==> config.mk <==
export PLATFORM = sky130hd
export DESIGN_NAME = spifc_engine
export DESIGN_NICKNAME = d
export VERILOG_FILES = /design/src/rtl/spifc_pkg.sv /design/src/rtl/spifc_buffer.sv /design/src/rtl/spifc_regs.sv /design/src/rtl/spifc_shifter.sv /design/src/rtl/spifc_engine.sv
export SDC_FILE = /design/constraint.sdc
export NUM_CORES = 2
export LEC_CHECK = 0
export BUFFER_PORTS_ARGS = -buffer_cell sky130_fd_sc_hd__buf_2
export CAP_MARGIN = 20
export CELL_PAD_IN_SITES_DETAIL_PLACEMENT = 0
export CELL_PAD_IN_SITES_GLOBAL_PLACEMENT = 1
export CORE_ASPECT_RATIO = 1.5
export CORE_UTILIZATION = 51
export CTS_CLUSTER_SIZE = 25
export DETAILED_ROUTE_END_ITERATION = 7
export PLACE_DENSITY_LB_ADDON = 0.1
export SYNTH_ARGS = -nofsm -noshare
export SYNTH_HDL_FRONTEND = slang
export SYNTH_HIERARCHICAL = 1
export SYNTH_SLANG_ARGS = --single-unit
==> constraint.sdc <==
create_clock -name clk -period 3.88 [get_ports clk]
set_input_delay 0.194 -clock clk [delete_from_list [all_inputs] [get_ports clk]]
set_output_delay 0.194 -clock clk [all_outputs]
set_load 0.01 [all_outputs]
==> src/rtl/spifc_pkg.sv <==
package spifc_pkg;
  // register byte offsets
  localparam int OFS_CMD  = 'h00;
  localparam int OFS_MODE = 'h1C;
  localparam int OFS_LEN  = 'h20;
  localparam int OFS_CS   = 'h2C;
  localparam int OFS_STAT = 'h30;
  // field positions
  localparam int BIT_GO   = 18;
  localparam int BIT_RXEN = 0;
  localparam int LEN_LSB  = 17;
  localparam int BIT_HOLD = 30;
  localparam int BIT_DONE = 4;
  localparam int BIT_SRST = 31;

  typedef enum logic [1:0] {
    SH_IDLE,
    SH_SETUP,
    SH_SHIFT
  } sh_state_e;
endpackage

==> src/rtl/spifc_buffer.sv <==
module spifc_buffer #(
  parameter int BUF_BYTES = 64,
  localparam int WORDS  = BUF_BYTES / 4,
  localparam int WIDX_W = $clog2(WORDS),
  localparam int POS_W  = $clog2(BUF_BYTES * 8)
) (
  input  logic              clk,
  input  logic              rst_n,
  input  logic              host_we,
  input  logic [WIDX_W-1:0] host_widx,
  input  logic [31:0]       host_wdata,
  input  logic [WIDX_W-1:0] host_ridx,
  output logic [31:0]       host_rdata,
  input  logic [POS_W-1:0]  sh_rpos,
  output logic              sh_rbit,
  input  logic              sh_we,
  input  logic [POS_W-1:0]  sh_wpos,
  input  logic              sh_wbit
);
  logic [7:0] mem [BUF_BYTES];

  // bit position p: byte p/8, bit 7-(p%8), so bits leave MSB first
  always_ff @(posedge clk or negedge rst_n) begin
    if (!rst_n) begin
      for (int i = 0; i < BUF_BYTES; i++) mem[i] <= '0;
    end else begin
      if (host_we) begin
        for (int b = 0; b < 4; b++)
          mem[{host_widx, 2'(b)}] <= host_wdata[8*b +: 8];
      end
      if (sh_we)
        mem[sh_wpos[POS_W-1:3]][~sh_wpos[2:0]] <= sh_wbit;
    end
  end

  always_comb begin
    for (int b = 0; b < 4; b++)
      host_rdata[8*b +: 8] = mem[{host_ridx, 2'(b)}];
  end

  assign sh_rbit = mem[sh_rpos[POS_W-1:3]][~sh_rpos[2:0]];
endmodule

==> src/rtl/spifc_regs.sv <==
module spifc_regs
  import spifc_pkg::*;
#(
  parameter int BUF_BYTES = 64,
  localparam int ADDR_W = $clog2(2 * BUF_BYTES),
  localparam int WIDX_W = $clog2(BUF_BYTES / 4),
  localparam int POS_W  = $clog2(BUF_BYTES * 8)
) (
  input  logic              clk,
  input  logic              rst_n,
  input  logic              wr_en,
  input  logic [ADDR_W-1:0] addr,
  input  logic [31:0]       wdata,
  output logic [31:0]       rdata,
  input  logic              busy,
  input  logic              done_set,
  input  logic [31:0]       buf_rdata,
  output logic [WIDX_W-1:0] buf_ridx,
  output logic              buf_we,
  output logic [WIDX_W-1:0] buf_widx,
  output logic              start,
  output logic              soft_rst,
  output logic              rx_en,
  output logic [POS_W-1:0]  len_m1,
  output logic              cs_hold,
  output logic              done
);
  logic is_buf;
  logic hit_cmd, hit_mode, hit_len, hit_cs, hit_stat;

  // buffer occupies the upper half of the address space
  assign is_buf   = addr[ADDR_W-1];
  assign hit_cmd  = !is_buf && (addr == ADDR_W'(OFS_CMD));
  assign hit_mode = !is_buf && (addr == ADDR_W'(OFS_MODE));
  assign hit_len  = !is_buf && (addr == ADDR_W'(OFS_LEN));
  assign hit_cs   = !is_buf && (addr == ADDR_W'(OFS_CS));
  assign hit_stat = !is_buf && (addr == ADDR_W'(OFS_STAT));

  assign start    = wr_en && hit_cmd && wdata[BIT_GO] && !busy;
  assign soft_rst = wr_en && hit_stat && wdata[BIT_SRST];
  assign buf_we   = wr_en && is_buf && !busy;
  assign buf_widx = addr[ADDR_W-2:2];
  assign buf_ridx = addr[ADDR_W-2:2];

  always_ff @(posedge clk or negedge rst_n) begin
    if (!rst_n) begin
      rx_en   <= 1'b0;
      len_m1  <= '0;
      cs_hold <= 1'b0;
      done    <= 1'b0;
    end else begin
      if (wr_en && hit_mode) rx_en   <= wdata[BIT_RXEN];
      if (wr_en && hit_len)  len_m1  <= wdata[LEN_LSB +: POS_W];
      if (wr_en && hit_cs)   cs_hold <= wdata[BIT_HOLD];
      if (soft_rst)
        done <= 1'b0;
      else if (done_set)
        done <= 1'b1;
      else if (wr_en && hit_stat && !wdata[BIT_DONE])
        done <= 1'b0;
    end
  end

  always_comb begin
    rdata = '0;
    if (is_buf) rdata = buf_rdata;
    else if (hit_cmd)  rdata[BIT_GO]   = busy;
    else if (hit_mode) rdata[BIT_RXEN] = rx_en;
    else if (hit_len)  rdata = 32'(len_m1) << LEN_LSB;
    else if (hit_cs)   rdata[BIT_HOLD] = cs_hold;
    else if (hit_stat) rdata[BIT_DONE] = done;
  end
endmodule

==> src/rtl/spifc_shifter.sv <==
module spifc_shifter
  import spifc_pkg::*;
#(
  parameter int BUF_BYTES = 64,
  localparam int POS_W = $clog2(BUF_BYTES * 8)
) (
  input  logic             clk,
  input  logic             rst_n,
  input  logic             soft_rst,
  input  logic             start,
  input  logic [POS_W-1:0] len_m1,
  input  logic             rx_en,
  input  logic             cs_hold,
  input  logic             rise_en,
  input  logic             fall_en,
  input  logic             miso,
  output logic [POS_W-1:0] rd_pos,
  input  logic             rd_bit,
  output logic             wr_en,
  output logic [POS_W-1:0] wr_pos,
  output logic             wr_bit,
  output logic             sck,
  output logic             cs_n,
  output logic             mosi,
  output logic             busy,
  output logic             done_set
);
  sh_state_e        state;
  logic [POS_W-1:0] cnt, last_q;
  logic             rx_q, hold_q;
  logic             do_rise, do_fall, at_last;

  assign do_rise = (state == SH_SHIFT) && rise_en && !sck;
  assign do_fall = (state == SH_SHIFT) && fall_en && sck;
  assign at_last = (cnt == last_q);

  // next bit to present: bit 0 when idle, otherwise the one after cnt
  assign rd_pos   = (state == SH_IDLE) ? '0 : cnt + 1'b1;
  assign wr_en    = do_rise && rx_q;
  assign wr_pos   = cnt;
  assign wr_bit   = miso;
  assign busy     = (state != SH_IDLE);
  assign done_set = do_fall && at_last && !soft_rst;

  always_ff @(posedge clk or negedge rst_n) begin
    if (!rst_n) begin
      state  <= SH_IDLE;
      cnt    <= '0;
      last_q <= '0;
      rx_q   <= 1'b0;
      hold_q <= 1'b0;
      sck    <= 1'b0;
      cs_n   <= 1'b1;
      mosi   <= 1'b0;
    end else if (soft_rst) begin
      state  <= SH_IDLE;
      cnt    <= '0;
      last_q <= '0;
      rx_q   <= 1'b0;
      hold_q <= 1'b0;
      sck    <= 1'b0;
      cs_n   <= 1'b1;
      mosi   <= 1'b0;
    end else begin
      unique case (state)
        SH_IDLE: begin
          if (start) begin
            cnt    <= '0;
            last_q <= len_m1;
            rx_q   <= rx_en;
            hold_q <= cs_hold;
            mosi   <= rd_bit;
            cs_n   <= 1'b0;
            state  <= cs_n ? SH_SETUP : SH_SHIFT;
          end
        end
        SH_SETUP: begin
          if (rise_en || fall_en) state <= SH_SHIFT;
        end
        SH_SHIFT: begin
          if (do_rise) begin
            sck <= 1'b1;
          end else if (do_fall) begin
            sck <= 1'b0;
            if (at_last) begin
              state <= SH_IDLE;
              cs_n  <= !hold_q;
            end else begin
              cnt  <= cnt + 1'b1;
              mosi <= rd_bit;
            end
          end
        end
        default: state <= SH_IDLE;
      endcase
    end
  end
endmodule

==> src/rtl/spifc_engine.sv <==
module spifc_engine
  import spifc_pkg::*;
#(
  parameter int BUF_BYTES = 64,
  localparam int ADDR_W = $clog2(2 * BUF_BYTES)
) (
  input  logic              clk,
  input  logic              rst_n,
  input  logic              reg_wr,
  input  logic [ADDR_W-1:0] reg_addr,
  input  logic [31:0]       reg_wdata,
  output logic [31:0]       reg_rdata,
  input  logic              sck_rise_en,
  input  logic              sck_fall_en,
  output logic              spi_sck,
  output logic              spi_cs_n,
  output logic              spi_mosi,
  input  logic              spi_miso
);
  localparam int WIDX_W = $clog2(BUF_BYTES / 4);
  localparam int POS_W  = $clog2(BUF_BYTES * 8);

  logic              eng_busy, done_flag, done_set;
  logic              start_pulse, srst_pulse;
  logic              cfg_rx, cfg_hold;
  logic [POS_W-1:0]  cfg_len;
  logic              hbuf_we;
  logic [WIDX_W-1:0] hbuf_widx, hbuf_ridx;
  logic [31:0]       hbuf_rdata;
  logic [POS_W-1:0]  sbuf_rpos, sbuf_wpos;
  logic              sbuf_rbit, sbuf_we, sbuf_wbit;

  spifc_regs #(.BUF_BYTES(BUF_BYTES)) regs_i (
    .clk      (clk),
    .rst_n    (rst_n),
    .wr_en    (reg_wr),
    .addr     (reg_addr),
    .wdata    (reg_wdata),
    .rdata    (reg_rdata),
    .busy     (eng_busy),
    .done_set (done_set),
    .buf_rdata(hbuf_rdata),
    .buf_ridx (hbuf_ridx),
    .buf_we   (hbuf_we),
    .buf_widx (hbuf_widx),
    .start    (start_pulse),
    .soft_rst (srst_pulse),
    .rx_en    (cfg_rx),
    .len_m1   (cfg_len),
    .cs_hold  (cfg_hold),
    .done     (done_flag)
  );

  spifc_buffer #(.BUF_BYTES(BUF_BYTES)) buf_i (
    .clk       (clk),
    .rst_n     (rst_n),
    .host_we   (hbuf_we),
    .host_widx (hbuf_widx),
    .host_wdata(reg_wdata),
    .host_ridx (hbuf_ridx),
    .host_rdata(hbuf_rdata),
    .sh_rpos   (sbuf_rpos),
    .sh_rbit   (sbuf_rbit),
    .sh_we     (sbuf_we),
    .sh_wpos   (sbuf_wpos),
    .sh_wbit   (sbuf_wbit)
  );

  spifc_shifter #(.BUF_BYTES(BUF_BYTES)) shift_i (
    .clk     (clk),
    .rst_n   (rst_n),
    .soft_rst(srst_pulse),
    .start   (start_pulse),
    .len_m1  (cfg_len),
    .rx_en   (cfg_rx),
    .cs_hold (cfg_hold),
    .rise_en (sck_rise_en),
    .fall_en (sck_fall_en),
    .miso    (spi_miso),
    .rd_pos  (sbuf_rpos),
    .rd_bit  (sbuf_rbit),
    .wr_en   (sbuf_we),
    .wr_pos  (sbuf_wpos),
    .wr_bit  (sbuf_wbit),
    .sck     (spi_sck),
    .cs_n    (spi_cs_n),
    .mosi    (spi_mosi),
    .busy    (eng_busy),
    .done_set(done_set)
  );
endmodule

==> results by group <==
Clock network
  – Clk Latency, worst-skew pair: between 600 and 700 ps
  – CTS sink cnt: 549
  – CTS tree: built
  – Root Buffer: clkbuf_16
  – CTS Buf Count: 58
  – Clock slew at reported path FFs: 70 ps
  – Clk buf depth: 3
  – H-tree levels: 2

Global routing
  – Global-route wire length before repair: 236 mm
  – Global route overflow: 0
  – Initial antenna violation count: 25
  – Largest net degree at the start of global routing: 178
  – Vias in the first global route: 31,203
  – Total GRT Usage: 46.7%

Synthesis
  – Syn Inst Count: 3,727
  – Post-synthesis net count: 3,773
  – Sequential cell area fraction in the yosys report: 37.5%
  – Yosys warns: 6
  – Number of synthesized register bits: 549
  – Post-synth EDFFs: 0
  – Count of different cell masters after synthesis: 75
  – Synth Flop Type: dfrtp_1
  – Ys async rst share: 100%
  – Mean Syn Cell Area: 9.82 um^2
  – Synth Cell Area: 0.0366 mm^2

Critical path
  – Endpoint type of the worst setup path: register
  – Critical Path Fanout Max: 18
  – Kind of critical path: register to register
  – Worst Setup Start Kind: register
  – CP Data Required Time: about 4400 ps
  – WP data arrival: approximately 4400 ps

Timing
  – Crit share post-route: 99.4%
  – Count of endpoints failing setup in the final report: 0
  – Final hold vios: 0
  – Final Slew Violations: 0
  – Unrepaired setup endpoints after global routing: false
  – Fin Setup TNS: 0 ps
  – Clock period minus worst slack: 3860 ps
  – Setup Skew: ~24 ps
  – Fmax: 0.259 GHz
  – Slew headroom: 8.80%
  – WHS: 32.4 ps
  – Worst slew pin tran: approximately 1400 ps

Floorplanning
  – Die area: 0.0729 mm^2
  – Die Height: 330 um
  – # IOs: 80
  – Core Region: 0.0712 mm^2
  – Num rows: 120
  – Starting Density: between 50% and 60%
  – Die X: ~220 um

Routing
  – Routed WL: about 170 mm
  – Routed vias/inst: 6.92
  – Avg WL per Cell: 35.9 um
  – Top Metal Used: met5
  – Metal2 WL: between 70 and 80 mm
  – WL met3: 19.7 mm
  – TritonRoute pass-1 iters: 8
  – Remaining routing DRC violations: 2
  – DRT iter0 DRCs: 4,119
  – Antenna-violating nets left: 0
  – Vias: 32,362
  – Metal-1 WL: between 50 and 60 mm

Finish
  – Most frequent cells in the layout: mux2i_1, nor2_1, dfrtp_1, nand2_1, o21ai_0
  – Finished Cell Area: 0.0403 mm^2
  – Final Net Count: 3,748
  – Fin util: 56.6%
  – Most common cell after layout, fill and taps aside: mux2i_1
  – Layout cells sized above 1: 16.4%
  – Area Overhead vs Synth: 10.1%

Power
  – Power Total: 17.0 mW
  – P per Cell Area: ~420 mW/mm^2
  – Reg power frac: 46.5%
  – Comb pwr share: 20.0%
  – Pint: 11.5 mW
  – Clock network power share: 33.5%
  – Psw: 5.50 mW
  – Maximum VDD drop: between 300 and 400 uV
  – Switch share: between 30% and 40%
  – P_leak: between 15 and 20 nW

Run status
  – Status: finished, violations left
  – Violated checks: design-rule violations

Run
  – Maxcap violations: 0

Placement
  – DP HPWL: 111 mm
  – GP Congestion: ~1
  – Buffers on Ports: 79
  – Placed instance area: 0.0382 mm^2

Min path
  – HP Class: input port to register
## repair_timing
action,CTS,global route
hold endpoints to repair,114,0
endpoints found under the setup margin,0,1
setup buffers,0,2
resized for setup,0,2
hold buffers,6,0
## final timing paths
kind / from / endpoint / slack [ps] / cells past startpoint
setup / recovery: shift_i/wr_pos[0]$_DFFE_PN0P_ / shift_i/mosi$_DFFE_PN0P_ / 20 / 13
hold / removal: reg_wdata[22] / buf_i/mem[430]$_DFF_PN0_ / 30 / 3
setup reg to reg: shift_i/wr_pos[0]$_DFFE_PN0P_ / shift_i/mosi$_DFFE_PN0P_ / 20 / 13
hold reg to reg: shift_i/rx_q$_DFFE_PN0P_ / shift_i/rx_q$_DFFE_PN0P_ / 530 / 2
max in group asynchronous: rst_n / buf_i/mem[179]$_DFF_PN0_ / 2630 / 3
min in group asynchronous: rst_n / buf_i/mem[269]$_DFF_PN0_ / 140 / 2
## per-stage QoR
step / cells / worst slack, ps
6_report: 4678 / 24.3
3_3_place_gp: 4541 / 232
2_1_floorplan: 3727 / 785
5_1_grt: 4662 / 1.53
4_1_cts: 4653 / 123
3_5_place_dp: 4545 / 144
## critical path: stages (launching register included)
cell       delay (ps)
dfrtp_1           390
ha_1              260
and3_1            260
xnor2_1           180
nor2_4            240
buf_4             370
mux4_2            390
o22ai_1           170
nor3_1             70
o31ai_1           520
a2111o_1          340
nand4_1           220
o2111ai_1         170
o211ai_1          120
## final cells by class
type / instances / area (um^2)
diodes: 19 / 47.5
clock buffers: 81 / 1650
clock inverters: 21 / 183
fillers: 6234 / 30900
inverters: 11 / 41.3
multi-input cells: 2845 / 21400
flip-flops and latches: 549 / 13700
well taps: 915 / 1140
repair buffers: 237 / 2100
## state kept, by name, indices dropped and copies added (netlist names)
| register | cells |
|---|---|
| shift_i/cs_n | 1 |
| regs_i/len_m1 | 9 |
| shift_i/last_q | 9 |
| shift_i/state | 2 |
| buf_i/mem | 512 |
| regs_i/done | 1 |
| regs_i/cs_hold | 1 |
| shift_i/hold_q | 1 |
| shift_i/mosi | 1 |
| shift_i/wr_pos | 9 |
| regs_i/rx_en | 1 |
| shift_i/sck | 1 |
| shift_i/rx_q | 1 |
## routing by layer
layer	track usage (%)	up-vias
met5	0	-
met4	42.8	12
met3	14.7	784
met2	67.2	2378
met1	55.4	15838
li1	-	13350
## synth_stat cells (6+ instances only)
| cell type | n | area (um^2) |
|---|---|---|
| nor3_1 | 9 | 45.0 |
| nor2b_1 | 11 | 68.8 |
| mux2i_1 | 701 | 7020 |
| a32o_1 | 6 | 60.1 |
| clkbuf_1 | 198 | 743 |
| o21ai_1 | 18 | 90.1 |
| buf_4 | 15 | 113 |
| and3_1 | 6 | 37.5 |
| o21ai_0 | 444 | 2220 |
| xor2_1 | 8 | 70.1 |
| buf_1 | 29 | 109 |
| inv_1 | 8 | 30.0 |
| a21oi_1 | 38 | 190 |
| buf_6 | 25 | 282 |
| o221ai_1 | 56 | 490 |
| o211ai_1 | 9 | 67.6 |
| xnor2_1 | 6 | 52.6 |
| mux4_2 | 232 | 5230 |
| nand3b_1 | 10 | 75.1 |
| nor3b_1 | 8 | 60.1 |
| o22ai_1 | 26 | 163 |
| buf_2 | 52 | 260 |
| and2_1 | 23 | 144 |
| nand4_1 | 8 | 50.1 |
| nor2_1 | 576 | 2160 |
| dfrtp_1 | 548 | 13700 |
| nand3_1 | 17 | 85.1 |
| mux2_2 | 13 | 146 |
| nand2_1 | 545 | 2050 |
| a22o_1 | 9 | 78.8 |
## power by group through the flow
stage	logic (mW)	registers, mW	clock network, mW
4_1_cts	3.32	7.87	5.70
5_1_grt	3.62	8.00	5.90
2_1_floorplan	2.31	7.43	0
6_report	3.41	7.92	5.71
3_3_place_gp	3.21	7.94	0
3_5_place_dp	3.31	7.96	0
## cells by family (layout without fill, tap and decap cells)
| group | Yosys count | in the layout | synth area share [%] |
|---|---|---|---|
| simple gates | 1251 | 1251 | 14.0 |
| compound gates | 631 | 631 | 9.83 |
| flops | 549 | 549 | 37.5 |
| fa+ha+maj | 1 | 1 | 0.0342 |
| buf+inv | 333 | 350 | 4.36 |
| xor+xnor | 16 | 16 | 0.424 |
| other cells | 0 | 19 | 0 |
| mux | 946 | 946 | 33.8 |
Power figures use the tool's default switching activity.
